**config.mk**
```make
export PLATFORM = sky130hd
export DESIGN_NAME = link_pwr_ctrl
export DESIGN_NICKNAME = d
export VERILOG_FILES = /design/src/rtl/link_pwr_pkg.sv /design/src/rtl/lp_sync.sv /design/src/rtl/lp_clk_activity.sv /design/src/rtl/lp_mode_fsm.sv /design/src/rtl/link_pwr_ctrl.sv
export SDC_FILE = /design/constraint.sdc
export NUM_CORES = 1
export LEC_CHECK = 0
export ABC_AREA = 1
export CAP_MARGIN = 20
export CORE_AREA = 2 2 50 52
export CTS_BUF_LIST = sky130_fd_sc_hd__clkbuf_8
export DETAILED_ROUTE_END_ITERATION = 8
export DIE_AREA = 0 0 52 54
export HOLD_SLACK_MARGIN = 0.05
export PLACE_DENSITY = 0.75
export SYNTH_ARGS = -nofsm -noshare
export SYNTH_HDL_FRONTEND = slang
export SYNTH_SLANG_ARGS = --single-unit
```
**constraint.sdc**
```tcl
create_clock -name clk_i -period 4.3 [get_ports clk_i]
set_input_delay 0.43 -clock clk_i [delete_from_list [all_inputs] [get_ports clk_i]]
set_output_delay 0.43 -clock clk_i [all_outputs]
set_load 0.1 [all_outputs]
```
**src/rtl/link_pwr_pkg.sv**
```systemverilog
package link_pwr_pkg;
  typedef enum logic [1:0] {
    PM_OFF  = 2'd0,
    PM_WAIT = 2'd1,
    PM_LOCK = 2'd2,
    PM_RUN  = 2'd3
  } pm_state_e;

  localparam logic [1:0] MODE_OFF  = 2'd0;
  localparam logic [1:0] MODE_WAIT = 2'd1;
  localparam logic [1:0] MODE_RUN  = 2'd2;
endpackage

```
**src/rtl/lp_sync.sv**
```systemverilog
module lp_sync #(
  parameter int W      = 1,
  parameter int STAGES = 2
) (
  input  logic         clk_i,
  input  logic         rst_ni,
  input  logic [W-1:0] d_i,
  output logic [W-1:0] q_o
);
  logic [W-1:0] stg [STAGES];

  for (genvar i = 0; i < STAGES; i++) begin : g_stage
    if (i == 0) begin : g_first
      always_ff @(posedge clk_i or negedge rst_ni) begin
        if (!rst_ni) stg[0] <= '0;
        else         stg[0] <= d_i;
      end
    end else begin : g_next
      always_ff @(posedge clk_i or negedge rst_ni) begin
        if (!rst_ni) stg[i] <= '0;
        else         stg[i] <= stg[i-1];
      end
    end
  end

  assign q_o = stg[STAGES-1];
endmodule

```
**src/rtl/lp_clk_activity.sv**
```systemverilog
module lp_clk_activity #(
  parameter int WIN       = 16,
  parameter int MIN_EDGES = 4,
  parameter int IDLE_LIM  = 64
) (
  input  logic clk_i,
  input  logic rst_ni,
  input  logic en_i,
  input  logic pclk_s_i,
  output logic act_o,
  output logic idle_o
);
  localparam int WW = (WIN > 1) ? $clog2(WIN) : 1;
  localparam int EW = $clog2(MIN_EDGES + 1);
  localparam int IW = $clog2(IDLE_LIM + 1);
  localparam logic [WW-1:0] WLAST = WW'(WIN - 1);
  localparam logic [EW-1:0] EMIN  = EW'(MIN_EDGES);
  localparam logic [IW-1:0] ILIM  = IW'(IDLE_LIM);

  logic          pclk_d_q;
  logic          pc_edge;
  logic [WW-1:0] wcnt_q;
  logic [EW-1:0] ecnt_q, ecnt_nxt;
  logic [IW-1:0] idle_q;
  logic          act_q;

  always_ff @(posedge clk_i or negedge rst_ni) begin
    if (!rst_ni) pclk_d_q <= 1'b0;
    else         pclk_d_q <= pclk_s_i;
  end

  assign pc_edge  = pclk_s_i ^ pclk_d_q;
  assign ecnt_nxt = (ecnt_q == EMIN) ? ecnt_q : ecnt_q + EW'(pc_edge);

  always_ff @(posedge clk_i or negedge rst_ni) begin
    if (!rst_ni) begin
      wcnt_q <= '0;
      ecnt_q <= '0;
      act_q  <= 1'b0;
      idle_q <= '0;
    end else if (!en_i) begin
      wcnt_q <= '0;
      ecnt_q <= '0;
      act_q  <= 1'b0;
      idle_q <= '0;
    end else begin
      if (wcnt_q == WLAST) begin
        wcnt_q <= '0;
        ecnt_q <= '0;
        act_q  <= (ecnt_nxt == EMIN);
      end else begin
        wcnt_q <= wcnt_q + 1'b1;
        ecnt_q <= ecnt_nxt;
        act_q  <= 1'b0;
      end
      if (pc_edge)             idle_q <= '0;
      else if (idle_q != ILIM) idle_q <= idle_q + 1'b1;
    end
  end

  assign act_o  = act_q;
  assign idle_o = (idle_q == ILIM);

  // verdict only at a window boundary
  p_act_at_window_end_r4: assert property (@(posedge clk_i) disable iff (!rst_ni)
    act_q |-> $past(wcnt_q) == WLAST);

  p_idle_holds_r7: assert property (@(posedge clk_i) disable iff (!rst_ni)
    (idle_o && en_i && !pc_edge) |=> idle_o);

  p_edge_clears_idle_r7: assert property (@(posedge clk_i) disable iff (!rst_ni)
    (en_i && pc_edge) |=> !idle_o);
endmodule

```
**src/rtl/lp_mode_fsm.sv**
```systemverilog
module lp_mode_fsm
  import link_pwr_pkg::*;
#(
  parameter int LOCK_CYC = 32
) (
  input  logic       clk_i,
  input  logic       rst_ni,
  input  logic       run_i,
  input  logic       act_i,
  input  logic       idle_i,
  output logic       pll_en_o,
  output logic       dp_en_o,
  output logic       drv_en_o,
  output logic [1:0] mode_o
);
  localparam int LW = (LOCK_CYC > 1) ? $clog2(LOCK_CYC) : 1;
  localparam logic [LW-1:0] LLAST = LW'(LOCK_CYC - 1);

  pm_state_e     state_q, state_d;
  logic [LW-1:0] lcnt_q;

  always_comb begin
    state_d = state_q;
    if (!run_i) begin
      state_d = PM_OFF;
    end else begin
      unique case (state_q)
        PM_OFF:  state_d = PM_WAIT;
        PM_WAIT: if (act_i) state_d = PM_LOCK;
        PM_LOCK: begin
          if (idle_i)               state_d = PM_WAIT;
          else if (lcnt_q == LLAST) state_d = PM_RUN;
        end
        PM_RUN:  if (idle_i) state_d = PM_WAIT;
        default: state_d = PM_OFF;
      endcase
    end
  end

  always_ff @(posedge clk_i or negedge rst_ni) begin
    if (!rst_ni) begin
      state_q <= PM_OFF;
      lcnt_q  <= '0;
    end else begin
      state_q <= state_d;
      lcnt_q  <= (state_q == PM_LOCK && state_d == PM_LOCK) ? lcnt_q + 1'b1 : '0;
    end
  end

  always_comb begin
    pll_en_o = 1'b0;
    dp_en_o  = 1'b0;
    drv_en_o = 1'b0;
    mode_o   = MODE_OFF;
    unique case (state_q)
      PM_OFF:  mode_o = MODE_OFF;
      PM_WAIT: mode_o = MODE_WAIT;
      PM_LOCK: begin
        mode_o   = MODE_RUN;
        pll_en_o = 1'b1;
      end
      PM_RUN: begin
        mode_o   = MODE_RUN;
        pll_en_o = 1'b1;
        dp_en_o  = 1'b1;
        drv_en_o = 1'b1;
      end
      default: mode_o = MODE_OFF;
    endcase
  end

  p_shdn_forces_off_r2: assert property (@(posedge clk_i) disable iff (!rst_ni)
    !run_i |=> (mode_o == MODE_OFF && !pll_en_o));

  p_lock_entry_r4: assert property (@(posedge clk_i) disable iff (!rst_ni)
    (run_i && state_q == PM_WAIT && act_i) |=> (pll_en_o && !dp_en_o));

  p_no_spurious_lock_r5: assert property (@(posedge clk_i) disable iff (!rst_ni)
    (state_q == PM_WAIT && !act_i) |=> !pll_en_o);

  p_dp_after_pll_r6: assert property (@(posedge clk_i) disable iff (!rst_ni)
    $rose(dp_en_o) |-> $past(pll_en_o));

  p_idle_drop_r7: assert property (@(posedge clk_i) disable iff (!rst_ni)
    (run_i && idle_i && (state_q == PM_LOCK || state_q == PM_RUN)) |=>
      (mode_o == MODE_WAIT && !pll_en_o));

  p_shdn_wins_r8: assert property (@(posedge clk_i) disable iff (!rst_ni)
    (!run_i && act_i) |=> !pll_en_o);
endmodule

```
**src/rtl/link_pwr_ctrl.sv**
```systemverilog
module link_pwr_ctrl #(
  parameter int SYNC_STAGES = 2,
  parameter int WIN         = 16,
  parameter int MIN_EDGES   = 4,
  parameter int IDLE_LIM    = 64,
  parameter int LOCK_CYC    = 32
) (
  input  logic       clk_i,
  input  logic       rst_ni,
  input  logic       shdn_ni,
  input  logic       pclk_i,
  output logic       pll_en_o,
  output logic       dp_en_o,
  output logic       drv_en_o,
  output logic [1:0] mode_o
);
  logic shdn_clr_n;
  logic run_s;
  logic pclk_s;
  logic act, idle;

  // shutdown clears the synchroniser at once; release is synchronised
  assign shdn_clr_n = rst_ni & shdn_ni;

  lp_sync #(.W(1), .STAGES(SYNC_STAGES)) u_shdn_sync (
    .clk_i (clk_i),
    .rst_ni(shdn_clr_n),
    .d_i   (1'b1),
    .q_o   (run_s)
  );

  lp_sync #(.W(1), .STAGES(SYNC_STAGES)) u_pclk_sync (
    .clk_i (clk_i),
    .rst_ni(rst_ni),
    .d_i   (pclk_i),
    .q_o   (pclk_s)
  );

  lp_clk_activity #(
    .WIN      (WIN),
    .MIN_EDGES(MIN_EDGES),
    .IDLE_LIM (IDLE_LIM)
  ) u_activity (
    .clk_i   (clk_i),
    .rst_ni  (rst_ni),
    .en_i    (run_s),
    .pclk_s_i(pclk_s),
    .act_o   (act),
    .idle_o  (idle)
  );

  lp_mode_fsm #(.LOCK_CYC(LOCK_CYC)) u_fsm (
    .clk_i   (clk_i),
    .rst_ni  (rst_ni),
    .run_i   (run_s),
    .act_i   (act),
    .idle_i  (idle),
    .pll_en_o(pll_en_o),
    .dp_en_o (dp_en_o),
    .drv_en_o(drv_en_o),
    .mode_o  (mode_o)
  );
endmodule

```
==> impl_results.md <==
- Status: completed
- Compound-gate portion of the synthesized area: between 6 and 7%
- Synth cell types: 29
- Synth Area in XOR/XNOR: 3.353%
- Grt met2 use: about 29%
- Detailed Place HPWL: 1.446 mm
- Most used DFF post-synth: dfrtp_1
- Hold path start: u_pclk_sync.stg[1]$_DFF_PN0_
- Most used routing layer: met2
- Hold_buf cts: 0
- Crit path kind: reg -> out
- Post-synthesis mux area share: 0%
- Post-synth top area cell: dfrtp_1
- Fmax: approximately 0.4 GHz
- Wire per inst: 11.44 um
- Power Dens Cells: 323.2 nW/um^2
- CP Data Required Time: 3870 ps
- Die Wd: about 52 um
- DRT antenna net count: 0
- DRC violations left: 0
- Initial Util: 54.69%
- Post-synth EDFFs: 0
- Startpoint types: flop
- Hold EP: u_pclk_sync.q_o$_DFF_PN0_
- Final setup fails: 0
- Slew Limit Fails: 0
- CTS tree: done
- Period minus WS final: 2450 ps
- Final Hold Viols: 0
- Largest cells by area after synthesis: dfrtp_1 53%, ha_1 6.9%, nor2_1 5.9%, inv_1 5.0%, nand2_1 5.0%
- Initial antenna violation count: 0
- CP Data Arrival Time: a little over 2000 ps
- Initial DRT Pass Iterations: 4
- Hold Crit Depth: 0
- Net count after synthesis: approximately 140
- Leakage power total: 0.6802 nW
- # Max-Cap Violations: 0
- Synthesized instance count: between 100 and 150
- Crit-path slowest cell: clkdlybuf4s50_1
- Critical path's largest stage delay: 1130 ps
- Crit path launch: u_fsm.state_q[1]$_DFF_PN0_
- Worst Hold Slack: between 300 and 400 ps
- Fin Setup TNS: 0 ps
- Util after Layout: 61.49%
- Height of the die: 54 um
- Met1 Use GR: approximately a fifth
- H-tree depth: 1
- Period Utilization, post-route: a little under three fifths
- R2R Setup Slk: 2440 ps
- Synth top cells by count: 27 x dfrtp_1, 20 x nor2_1, 17 x inv_1, 17 x nand2_1
- Area Overhead vs Synth: 12.43%
- VDD IR max: 255.1 uV
- Top-count cell post-synth: dfrtp_1
- Via-to-Cell Ratio: 4.901
- Worst hold path type: reg -> reg
- Ratio of cells with drive above 1 in the final layout: 13.38%
- Max Clock Skew: 6.500 ps
- GPL Wtd Cong: 0.8128
- Critical path peak fanout: 7
- Core Rows: 18
- Starting DRT DRC Count: 13
- Filler cell count: ~200
- Grt ovf: 0
- Element type at the critical path end: output port
- Die area: roughly 2800 um^2
- Critical R2R Launch: u_activity.pclk_d_q$_DFF_PN0_
- Worst slack, placed: 2143 ps
- Post-synth top area share: between 50% and 60%
- DRT Wirelength: 1.968 mm
- Register bit total from synthesis: 27
- Maximum number of pins on one net before global-route repair: 27
- RSZ-0062 raised after global routing: no
- FF-to-FF path depth: 7
- Root buf cell: clkbuf_8
- Clk pin slew, worst setup/hold paths: 90 ps
- Synthesis Warnings: 0
- # diodes: 0
- Core area: ~2300 um^2
- CP Cell Sequence: nand2_1 > inv_1 > clkdlybuf4s50_1
- Grt met3 use: 3.333%
- Setup WS post-layout: 1850 ps
- Post-Synth Simple-Gate Area: 22.88%
- Number of top-level pins: 9
- First-pass GRT wire length: 3.291 mm
- Setup bufs post-CTS: 0
- Vias: ~840
- Post-CTS resize count: 0
- CTS Sinks: 27
- Post-synthesis adder-cell area fraction: roughly 6.9%
- Clock buffer count from CTS: 3
- Tightest Pin Transition: 964.2 ps
- I/O Buffers: 8
- Vias in the first global route: 800
- Worst-Skew Late Latency: 270 ps
- Tot GR Track Use: approximately 17%
- Mapped Area: approximately 1300 um^2
- Crit Reg-Reg Endpoint: u_activity.act_o$_DFF_PN0_
- Final net count: 154
- Synthesized area per cell: 9.539 um^2
- Rel. slew slack: between 30% and 40%
- Largest family of logic cells by synthesized area: simple AND/OR/NAND/NOR gates
- Async S/R FF share, synth: 100.0%
- Post-synthesis sequential area ratio: 53.25%
- Clock buffer depth: 2
## critical path, delay by kind of cell (launching register included)
| kind | cells | cell delay, ps |
|---|---|---|
| buffers and inverters | 2 | 1200 |
| flip-flops | 1 | 480 |
| AND/OR/NAND/NOR | 1 | 80 |
## final cells by class
| type | count | area [um^2] | area share (%) |
|---|---|---|---|
| inverter | 18 | 67.56 | 4.737 |
| tap | 30 | 37.54 | 2.632 |
| clock buffer | 3 | 41.29 | 2.895 |
| sequential | 27 | 675.6 | 47.37 |
| timing repair buffer | 9 | 95.09 | 6.667 |
| clock inverter | 1 | 7.507 | 0.5263 |
| multi-input combinational | 84 | 501.7 | 35.18 |
## power by group
group | switching, mW | internal (mW)
clock | 0.0795 | 0.0658
sequential | 0.00853 | 0.264
combinational | 0.0262 | 0.0172
total | 0.114 | 0.347
## per-stage QoR
step,area [um^2],total power [mW],instances
5_1_grt,1426,0.4814,172
2_1_floorplan,1269,0.3044,133
6_report,1426,0.4610,172
4_1_cts,1411,0.4661,171
3_5_place_dp,1363,0.3197,167
3_3_place_gp,1363,0.3168,167
## kinds of logic (layout without fill, tap and decap cells)
group           Yosys count  after routing
compound gates           12             12
other cells               1              1
buf+inv                  22             31
flops                    27             27
fa+ha+maj                 7              7
simple gates             60             60
xor+xnor                  4              4
## worst max path at each step
stage                           end  slack (ps)  cells after the start
after global routing       drv_en_o        1750                      3
after floorplan           mode_o[1]        2130                      2
after CTS                  drv_en_o        1830                      3
after global placement      dp_en_o        2180                      3
final                      drv_en_o        1850                      3
after detailed placement   drv_en_o        2140                      3
## sequential cells by signal (all words and copies together), names as in the netlist
| name | cells |
|---|---|
| u_fsm.state_q | 2 |
| u_activity.pclk_d_q | 1 |
| u_shdn_sync.stg | 1 |
| u_pclk_sync.stg | 1 |
| u_fsm.lcnt_q | 5 |
| u_activity.idle_q | 7 |
| u_activity.wcnt_q | 4 |
| u_pclk_sync.q_o | 1 |
| u_activity.act_o | 1 |
| u_activity.ecnt_q | 3 |
| u_shdn_sync.q_o | 1 |
## cells in the final DEF (no fill, tap or decap), types with 2 or more instances in the layout
cell type / synthesis / routed
dfrtp_1: 27 / 27
nor2_1: 20 / 20
inv_1: 17 / 17
nand2_1: 17 / 17
clkdlybuf4s50_1: 0 / 8
nand3_1: 7 / 7
ha_1: 7 / 7
o21ai_0: 5 / 5
nand2_2: 4 / 4
a21oi_1: 3 / 3
clkbuf_8: 0 / 3
nor2_2: 2 / 2
xor2_1: 2 / 2
or2_2: 2 / 2
nand4_1: 2 / 2
nor3b_1: 2 / 2
## routing by layer
layer / wire (um) / up-vias / part of all wire (%)
met5: 0 / - / 0
met4: 37 / 0 / 1.9
met3: 63 / 4 / 3.2
met2: 967 / 13 / 49
met1: 900 / 394 / 46
li1: - / 432 / -
(Power assumes the default switching activity.)
